==> src/rtl/crc4_sync_pkg.sv <==
`timescale 1ns/1ps
package crc4_sync_pkg;

  // Counter width is fixed by the status byte layout.
  localparam int CNT_W = 6;

  typedef logic [CNT_W-1:0] win_cnt_t;

  typedef struct packed {
    logic crc4;
    logic cas;
    logic fas;
  } srch_flags_t;

  // Bit 1 of the count is dropped to stretch range past 400 ms.
  function automatic logic [7:0] pack_status(input win_cnt_t c, input srch_flags_t f);
    return {c[5], c[4], c[3], c[2], c[0], f.crc4, f.cas, f.fas};
  endfunction

endpackage

==> src/rtl/crc4_win_timer.sv <==
`timescale 1ns/1ps
module crc4_win_timer #(
  parameter int FRAMES_PER_WIN = 64
) (
  input  logic clk_i,
  input  logic rst_ni,
  input  logic frame_stb_i,
  input  logic run_i,
  output logic expire_o
);

  localparam int FW = (FRAMES_PER_WIN > 1) ? $clog2(FRAMES_PER_WIN) : 1;
  localparam logic [FW-1:0] LAST = FW'(FRAMES_PER_WIN - 1);

  logic [FW-1:0] fcnt_q;

  assign expire_o = run_i && frame_stb_i && (fcnt_q == LAST);

  always_ff @(posedge clk_i or negedge rst_ni) begin
    if (!rst_ni) begin
      fcnt_q <= '0;
    end else if (!run_i) begin
      fcnt_q <= '0;
    end else if (frame_stb_i) begin
      fcnt_q <= (fcnt_q == LAST) ? '0 : fcnt_q + 1'b1;
    end
  end

  assert_win_bound_R1: assert property (@(posedge clk_i) disable iff (!rst_ni)
    fcnt_q <= LAST);

  assert_restart_R2: assert property (@(posedge clk_i) disable iff (!rst_ni)
    !run_i |=> fcnt_q == '0);

  assert_expire_needs_run_R2: assert property (@(posedge clk_i) disable iff (!rst_ni)
    expire_o |-> run_i);

endmodule

==> src/rtl/crc4_sat_cnt.sv <==
`timescale 1ns/1ps
module crc4_sat_cnt
  import crc4_sync_pkg::*;
(
  input  logic     clk_i,
  input  logic     rst_ni,
  input  logic     en_i,
  input  logic     lock_i,
  input  logic     expire_i,
  output win_cnt_t cnt_o
);

  localparam win_cnt_t MAX = '1;

  win_cnt_t cnt_q;
  logic     clr;

  assign clr   = !en_i || lock_i;
  assign cnt_o = cnt_q;

  always_ff @(posedge clk_i or negedge rst_ni) begin
    if (!rst_ni) begin
      cnt_q <= '0;
    end else if (clr) begin
      cnt_q <= '0;                    // clear beats increment
    end else if (expire_i && cnt_q != MAX) begin
      cnt_q <= cnt_q + 1'b1;
    end
  end

  assert_lock_clears_R3: assert property (@(posedge clk_i) disable iff (!rst_ni)
    lock_i |=> cnt_q == '0);

  assert_disable_holds_R4: assert property (@(posedge clk_i) disable iff (!rst_ni)
    !en_i |=> cnt_q == '0);

  assert_clear_wins_R5: assert property (@(posedge clk_i) disable iff (!rst_ni)
    (expire_i && lock_i) |=> cnt_q == '0);

  assert_no_wrap_R6: assert property (@(posedge clk_i) disable iff (!rst_ni)
    (cnt_q == MAX && en_i && !lock_i) |=> cnt_q == MAX);

  assert_step_only_on_expiry_R1: assert property (@(posedge clk_i) disable iff (!rst_ni)
    (en_i && !lock_i && !expire_i) |=> $stable(cnt_q));

endmodule

==> src/rtl/crc4_stat_pack.sv <==
`timescale 1ns/1ps
module crc4_stat_pack
  import crc4_sync_pkg::*;
(
  input  win_cnt_t    cnt_i,
  input  srch_flags_t flags_i,
  output logic [7:0]  status_o
);

  assign status_o = pack_status(cnt_i, flags_i);

endmodule

==> src/rtl/crc4_sync_timer.sv <==
`timescale 1ns/1ps
module crc4_sync_timer
  import crc4_sync_pkg::*;
#(
  parameter int FRAMES_PER_WIN = 64,
  parameter int ABANDON_WINS   = 50
) (
  input  logic             clk_i,
  input  logic             rst_ni,
  input  logic             frame_stb_i,
  input  logic             crc4_en_i,
  input  logic             crc4_srch_i,
  input  logic             cas_srch_i,
  input  logic             fas_srch_i,
  input  logic             crc4_lock_i,
  output logic [CNT_W-1:0] count_o,
  output logic [7:0]       status_o,
  output logic             abandon_o
);

  localparam win_cnt_t ABANDON_AT = CNT_W'(ABANDON_WINS);

  logic        run;
  logic        expire;
  win_cnt_t    cnt;
  srch_flags_t flags;

  assign run   = crc4_en_i && crc4_srch_i && !crc4_lock_i;
  assign flags = '{crc4: crc4_srch_i, cas: cas_srch_i, fas: fas_srch_i};

  crc4_win_timer #(.FRAMES_PER_WIN(FRAMES_PER_WIN)) u_win_timer (
    .clk_i      (clk_i),
    .rst_ni     (rst_ni),
    .frame_stb_i(frame_stb_i),
    .run_i      (run),
    .expire_o   (expire)
  );

  crc4_sat_cnt u_sat_cnt (
    .clk_i   (clk_i),
    .rst_ni  (rst_ni),
    .en_i    (crc4_en_i),
    .lock_i  (crc4_lock_i),
    .expire_i(expire),
    .cnt_o   (cnt)
  );

  crc4_stat_pack u_stat_pack (
    .cnt_i   (cnt),
    .flags_i (flags),
    .status_o(status_o)
  );

  assign count_o   = cnt;
  assign abandon_o = (cnt >= ABANDON_AT);

  assert_abandon_edge_R9: assert property (@(posedge clk_i) disable iff (!rst_ni)
    $rose(abandon_o) |-> $past(expire));

  assert_count_moves_by_one_R1: assert property (@(posedge clk_i) disable iff (!rst_ni)
    (count_o != '0 && count_o != $past(count_o)) |-> count_o == $past(count_o) + 1'b1);

endmodule

==> config.mk <==
export PLATFORM = sky130hd
export DESIGN_NAME = crc4_sync_timer
export DESIGN_NICKNAME = d
export VERILOG_FILES = /design/src/rtl/crc4_sync_pkg.sv /design/src/rtl/crc4_win_timer.sv /design/src/rtl/crc4_sat_cnt.sv /design/src/rtl/crc4_stat_pack.sv /design/src/rtl/crc4_sync_timer.sv
export SDC_FILE = /design/constraint.sdc
export NUM_CORES = 1
export LEC_CHECK = 0
export ABC_AREA = 1
export BUFFER_PORTS_ARGS = -buffer_cell sky130_fd_sc_hd__buf_2
export CAP_MARGIN = 20
export CORE_MARGIN = 1
export CORE_UTILIZATION = 45
export CTS_CLUSTER_DIAMETER = 80
export DETAILED_ROUTE_END_ITERATION = 10
export PLACE_DENSITY = 0.74
export SYNTH_ARGS = -nofsm -noshare
export SYNTH_HDL_FRONTEND = slang
export SYNTH_SLANG_ARGS = --single-unit
==> constraint.sdc <==
create_clock -name clk_i -period 1.2 [get_ports clk_i]
set_input_delay 0.36 -clock clk_i [delete_from_list [all_inputs] [get_ports clk_i]]
set_output_delay 0.36 -clock clk_i [all_outputs]
set_load 0.05 [all_outputs]
==> key figures, run 1 <==
Synth
  • Synthesized flop and latch total: 12
  • Proportion of synthesized flip-flops having asynchronous set or reset: between 90% and 100%
  • Ys flop type: sky130_fd_sc_hd__dfrtp_1
  • Area of the mapped netlist: 786 sq um
  • Post-synthesis sequential area ratio: a little under two fifths
  • Average footprint of a synthesized cell: just over 8 sq um
  • Number of instances in the synthesized netlist: a little under 100
  • Number of distinct library cells after synthesis: 20
  • Total nets after synthesis: ~110
  • Number of synthesized flops with an enable pin: 0
  • Total number of yosys warnings: 0

Power
  • Part of the power in registers: approximately half
  • Static leakage: 0.635 nW
  • Power per unit of standard cell area: slightly below 600 nW/um^2
  • VDD IR max: roughly 580 uV
  • Int Pwr: ~0.00061 W
  • Comb power frac: under 10%
  • Power dissipated by switching net loads: roughly 0.00021 W
  • Final Power: between 0.0008 and 0.0009 W
  • Clk network pwr share: between 40% and 50%
  • Switching share of power: approximately 25%

Outcome
  • Status: finished, violations left
  • Violations in the final reports: design-rule violations, negative setup slack

Route
  • Avg WL per Cell: between 10 and 15 um
  • DRC violations left: 2
  • Antenna Nets Post-Route: 0
  • Detail-routed via count per cell: ~5.4
  • Via total after detailed routing: about 840
  • Count of TritonRoute iterations in the first routing pass: 7
  • DRT Wirelength: 2280 um
  • First-iteration detailed-routing DRC count: 24

CTS
  • TritonCTS sink count: 12
  • Deepest clock path buffer count: 2
  • Clock-pin transition on the worst setup and hold timing paths: 0.09 ns
  • Clock root buffer: sky130_fd_sc_hd__clkbuf_4
  • Total number of H-tree levels: 1
  • TritonCTS clock tree: yes
  • Skew-Pair Late Insertion Delay: 0.29 ns
  • Clock buffers created by TritonCTS: 3

Finish
  • P&R area growth vs syn: 75.6%
  • Commonest cells after routing, fill and taps aside: sky130_fd_sc_hd__buf_4 (20), sky130_fd_sc_hd__nand2_1 (11), sky130_fd_sc_hd__nand3_1 (10), sky130_fd_sc_hd__buf_8 (10), sky130_fd_sc_hd__buf_6 (9)
  • Commonest non-fill, non-tap cell in the layout: sky130_fd_sc_hd__buf_4
  • Fill cell total of the finished layout: 72
  • Post-layout net count: 150
  • Antenna cells: 0
  • Share of cells above drive strength 1: around three fifths
  • Final core occ: a little under 90%

Die
  • Number of placed I/O pins: 23
  • Chip Height: roughly 44 um
  • Die outline area: about 1900 sq um
  • Width of the die: ~44 um
  • Core outline area: ~1600 sq um
  • Number of standard-cell rows in the floorplan: 14
  • Initial core utilization: around 50%

STA
  • Setup Total Neg Slack: -5.38 ns
  • Fin. max-slew vios: 0
  • Peak clock frequency supported by timing: 0.569 GHz
  • Hold Fails Final Rpt: 0
  • Layout Skew: roughly 0.012 ns
  • Relative slew slack: 80.2%
  • Period Utilization, post-route: 146%
  • Worst-Margin Slew: 0.296 ns
  • Hold WS: about 0.44 ns
  • Setup repair after global routing missed its margin: yes
  • Endpoints failing setup: 21
  • Post-route setup slack: -0.556 ns
  • Clock period minus final worst setup slack: between 1.5 and 2 ns

GRT
  • Largest net degree at the start of global routing: 13
  • Number of global-route vias before repair: around 800
  • Initial antenna violation count: 0
  • First-pass GRT wire length: approximately 3200 um
  • Sum of overflow across all layers after global routing: 0
  • Tot GR Track Use: a little under a quarter

Place
  • Total half-perimeter wirelength after legalization and detailed placement: roughly 1300 um
  • Final weighted congestion of routability-driven global placement: ~0.80
  • Number of I/O port buffers: 18

Setup path
  • Reg-to-reg setup timing slack: -0.42 ns
  • Worst stage delay on the critical path: 0.52 ns
  • RR Endpoint: u_sat_cnt.cnt_o[2]
  • Cell at the slowest stage of the critical path: sky130_fd_sc_hd__dfrtp_4
  • Required time at the worst-slack endpoint: between 0.8 and 0.9 ns
  • Cells on worst reg2reg path: 10
  • Kind of start point of the critical path: flip-flop
  • Type of the setup path with the least slack: flip-flop to output pin
  • Critical path launch point: u_sat_cnt.cnt_o[1]
  • FF-to-FF Start: u_sat_cnt.cnt_o[1]
  • CP max FO: 3
  • Worst Setup End Kind: output pin
  • WP data arrival: around 1.4 ns
  • Cells along the critical path: ha_4 > nor4_4 > nor2_4 > buf_6

Flow run
  • Number of max-capacitance violations reported: 0

Min path
  • Worst Hold Path Cells: 3
  • Worst hold path class: primary input to flip-flop
  • Worst min-delay path startpoint: frame_stb_i
  • End point of the most critical hold path: u_win_timer.fcnt_q[2]
[sequential cells by signal (all words and copies together), names as in the netlist]
signal / count
u_win_timer.fcnt_q: 6
u_sat_cnt.cnt_o: 6
[synth_stat cells, drive strengths merged, types with 2 or more instances]
master | n | area share, %
nand3 | 19 | 13
nand2 | 15 | 7.8
nor2 | 14 | 9.9
dfrtp | 12 | 38
inv | 10 | 4.8
buf | 9 | 8.3
o21ai | 4 | 2.5
xor2 | 4 | 4.5
ha | 3 | 4.8
a21oi | 2 | 1.3
[final cells by class]
cell class	instances	area [sq um]	area share [%]
multi-input cells	66	534	38.7
repair buffers	46	442	32.0
flip-flops and latches	12	310	22.5
inverters	10	37.5	2.72
clock buffers	4	36.3	2.63
well taps	16	20.0	1.45
[per-stage QoR]
step                cell area (sq um)  worst slack, ns  cells
floorplan                         831           -0.274     97
global placement                  973           -0.256    135
detailed placement                973           -0.298    135
CTS                              1180           -0.555    144
global route                     1380           -0.578    154
finish                           1380           -0.556    154
[routing by layer]
layer / share of wire [%] / GRT usage, %
met1: 41 / 26.2
met2: 53 / 42.7
met3: 3.6 / 2.92
met4: 2.2 / 15.0
met5: 0 / 0
[repair_timing]
item | CTS | global route
gates resized for setup | 38 | 28
setup endpoints to repair | 20 | 22
pin swaps | 1 | 5
hold buffers | 1 | 0
hold endpoints to repair | 12 | 0
buffers inserted | 4 | 10
[cell families (layout without fill, tap and decap cells)]
group	after synthesis	count (layout)	share of synthesized area, %
XOR/XNOR	5	5	5.57
AO/OA/AOI/OAI	7	7	4.94
adder cells (fa/ha/maj)	3	3	4.78
buffers and inverters	19	60	13.1
flip-flops	12	12	38.2
AND/OR/NAND/NOR	51	51	33.4
[worst max path at each step]
stage	endpoint	slack (ns)
3_5_place_dp	abandon_o	-0.30
2_1_floorplan	abandon_o	-0.27
6_report	abandon_o	-0.56
3_3_place_gp	abandon_o	-0.26
5_1_grt	abandon_o	-0.58
4_1_cts	abandon_o	-0.56
[power groups by stage]
| stage | clock [W] | sequential [W] | combinational [W] |
|---|---|---|---|
| global route | 0.000354 | 0.000406 | 0.0000698 |
| global placement | 0 | 0.000414 | 0.0000510 |
| detailed placement | 0 | 0.000414 | 0.0000527 |
| finish | 0.000346 | 0.000406 | 0.0000640 |
| CTS | 0.000344 | 0.000406 | 0.0000571 |
| floorplan | 0 | 0.000414 | 0.0000421 |
[critical path, delay by kind of cell, from the launching register on]
kind,cells,cell delay [ns]
adder cells (fa/ha/maj),1,0.17
buffers and inverters,1,0.15
flip-flops,1,0.52
AND/OR/NAND/NOR,2,0.25
Power figures use the tool's default switching activity.
==> run 2: changes to the inputs <==
--- a/config.mk
+++ b/config.mk
@@ -12,7 +12,9 @@
 export CORE_UTILIZATION = 45
 export CTS_CLUSTER_DIAMETER = 80
 export DETAILED_ROUTE_END_ITERATION = 10
+export GPL_TIMING_DRIVEN = 0
 export PLACE_DENSITY = 0.74
 export SYNTH_ARGS = -nofsm -noshare
 export SYNTH_HDL_FRONTEND = slang
 export SYNTH_SLANG_ARGS = --single-unit
+export TNS_END_PERCENT = 30
==> key figures, run 2 (synthesized netlist as in run 1, its figures left out) <==
Setup path
  • Number of buffers and inverters on the critical path: 1
  • Cells along the critical path: ha_4 > nor4_4 > nor2_4 > buf_6
  • Type of the setup path with the least slack: flip-flop to output pin
  • WP data arrival: ~1.4 ns
  • Worst stage delay on the critical path: roughly 0.53 ns
  • CP max FO: 4
  • CP top delay family: flip-flops
  • Required time at the worst-slack endpoint: 0.84 ns
  • Cell at the slowest stage of the critical path: sky130_fd_sc_hd__dfrtp_4
  • Worst Setup End Kind: output pin
  • Kind of start point of the critical path: flip-flop

Finish
  • P&R area growth vs syn: 47.9%
  • Post-layout net count: 138
  • Non-filler instance count after layout: 142
  • Fill cell total of the finished layout: 120
  • Share of cells above drive strength 1: between 40% and 50%
  • Antenna cells: 0
  • Commonest non-fill, non-tap cell in the layout: sky130_fd_sc_hd__nand3_1
  • Final core occ: around 74%
  • Commonest cells after routing, fill and taps aside: sky130_fd_sc_hd__nand3_1 (14), sky130_fd_sc_hd__nand2_1 (12), sky130_fd_sc_hd__buf_6 (12), sky130_fd_sc_hd__buf_4 (10)

Min path
  • Worst hold path class: primary input to flip-flop

Die
  • Die outline area: 1920 sq um
  • Chip Height: 43.8 um
  • Width of the die: 43.8 um
  • Initial core utilization: 49.8%
  • Number of placed I/O pins: 23
  • Number of standard-cell rows in the floorplan: 14
  • Core outline area: 1580 sq um

Route
  • Detail-routed via count per cell: 5.14
  • Count of TritonRoute iterations in the first routing pass: 8
  • Antenna Nets Post-Route: 0
  • First-iteration detailed-routing DRC count: 11
  • Avg WL per Cell: about 12 um
  • Via total after detailed routing: between 700 and 800
  • DRC violations left: 2
  • DRT Wirelength: between 1500 and 2000 um

GRT
  • Met2 capacity usage during global routing: between 30% and 40%
  • Met1 track demand over resource: ~25%
  • Number of global-route vias before repair: 666
  • Sum of overflow across all layers after global routing: 0
  • Met3 track demand over resource: ~3.8%
  • Largest net degree at the start of global routing: 13
  • First-pass GRT wire length: ~2800 um
  • Routing layer with the top usage in global route: met2
  • Tot GR Track Use: 20.3%
  • Initial antenna violation count: 0

Place
  • Instance count after placement with tap cells included: 133
  • Number of I/O port buffers: 20
  • Worst setup slack before clock tree synthesis: -0.281 ns
  • Final weighted congestion of routability-driven global placement: between 0.8 and 0.9
  • Total half-perimeter wirelength after legalization and detailed placement: between 1000 and 1500 um

Power
  • Static leakage: ~0.55 nW
  • Power per unit of standard cell area: approximately 700 nW/um^2
  • VDD IR max: 860 uV

Outcome
  • Violations in the final reports: design-rule violations, negative setup slack
  • Status: finished, violations left

STA
  • Post-route setup slack: -0.540 ns
  • Relative slew slack: 79.4%
  • Clock period minus final worst setup slack: 1.74 ns
  • Layout Skew: 0.00996 ns
  • Worst-Margin Slew: a little over 0.3 ns
  • Setup repair after global routing missed its margin: yes
  • Fin. max-slew vios: 0
  • Period Utilization, post-route: 145%
  • Hold Fails Final Rpt: 0
  • Peak clock frequency supported by timing: about 0.57 GHz
  • Endpoints failing setup: 18
  • Hold WS: approximately 0.37 ns

CTS
  • TritonCTS sink count: 12
  • Clock-pin transition on the worst setup and hold timing paths: ~0.090 ns
  • Total number of H-tree levels: 1
  • Clock root buffer: sky130_fd_sc_hd__clkbuf_4
  • TritonCTS clock tree: yes
  • Clock buffers created by TritonCTS: 3
  • Skew-Pair Late Insertion Delay: around 0.28 ns
  • Deepest clock path buffer count: 2

Flow run
  • Number of max-capacitance violations reported: 0
==> run 2: cell count changes in the layout (fill, tap and decap cells not counted), sizes merged <==
cell  delta
buf     -12
==> run 2: area by class of cell <==
type / count / area [sq um] / area share, %
buffer: 9 / 68.8 / 5.92
clock buffer: 4 / 36.3 / 3.12
inverter: 10 / 37.5 / 3.23
multi-input combinational: 66 / 463 / 39.8
sequential: 12 / 310 / 26.7
tap: 16 / 20.0 / 1.72
timing repair buffer: 25 / 226 / 19.5
==> run 2: worst min-delay path, cell delays in order <==
cell	delay [ns]
sky130_fd_sc_hd__buf_2	0.10
sky130_fd_sc_hd__nor2_2	0.05
sky130_fd_sc_hd__nand3_2	0.06
sky130_fd_sc_hd__o21ai_1	0.06
==> run 2: timing repair <==
item,4_1_cts,5_1_grt
cloned,0,0
resized for setup,29,8
buffers inserted,2,2
hold buffers,1,0
pin swaps,1,2
endpoints found under the setup margin,22,22
endpoints found under the hold margin,12,0
==> run 2: per-layer routing <==
layer | vias up | part of all wire (%) | routed length [um]
met5 | - | 0 | 0
met4 | 0 | 1.6 | 27
met3 | 4 | 2.8 | 48
met2 | 20 | 49 | 820
met1 | 339 | 47 | 791
li1 | 367 | - | -
==> run 2: path summary, 6_finish.rpt <==
kind                                        from                    end  slack, ns  cells past startpoint
max                           u_sat_cnt.cnt_o[1]              abandon_o      -0.54                      4
min                                  crc4_lock_i     u_sat_cnt.cnt_o[1]       0.37                      4
max reg2reg                   u_sat_cnt.cnt_o[2]     u_sat_cnt.cnt_o[0]      -0.25                     10
min reg2reg                u_win_timer.fcnt_q[0]  u_win_timer.fcnt_q[0]       0.56                      1
max in group asynchronous                 rst_ni     u_sat_cnt.cnt_o[5]       0.45                      2
min in group asynchronous                 rst_ni     u_sat_cnt.cnt_o[3]       0.49                      2
==> run 2: where the power goes <==
| group | total [W] | internal (W) | switching, W | leakage, nW |
|---|---|---|---|---|
| combinational | 0.0000734 | 0.0000232 | 0.0000502 | 0.376 |
| clock | 0.000336 | 0.000184 | 0.000151 | 0.0210 |
| sequential | 0.000407 | 0.000405 | 0.00000172 | 0.157 |
| total | 0.000816 | 0.000613 | 0.000203 | 0.554 |
==> run 2: stage by stage <==
step	TNS (ns)	instance area [sq um]	total power [W]
CTS	-3.55	1110	0.000821
detailed placement	-1.73	951	0.000484
finish	-3.92	1160	0.000816
global placement	-1.42	951	0.000482
floorplan	-1.48	831	0.000456
global route	-4.95	1160	0.000842
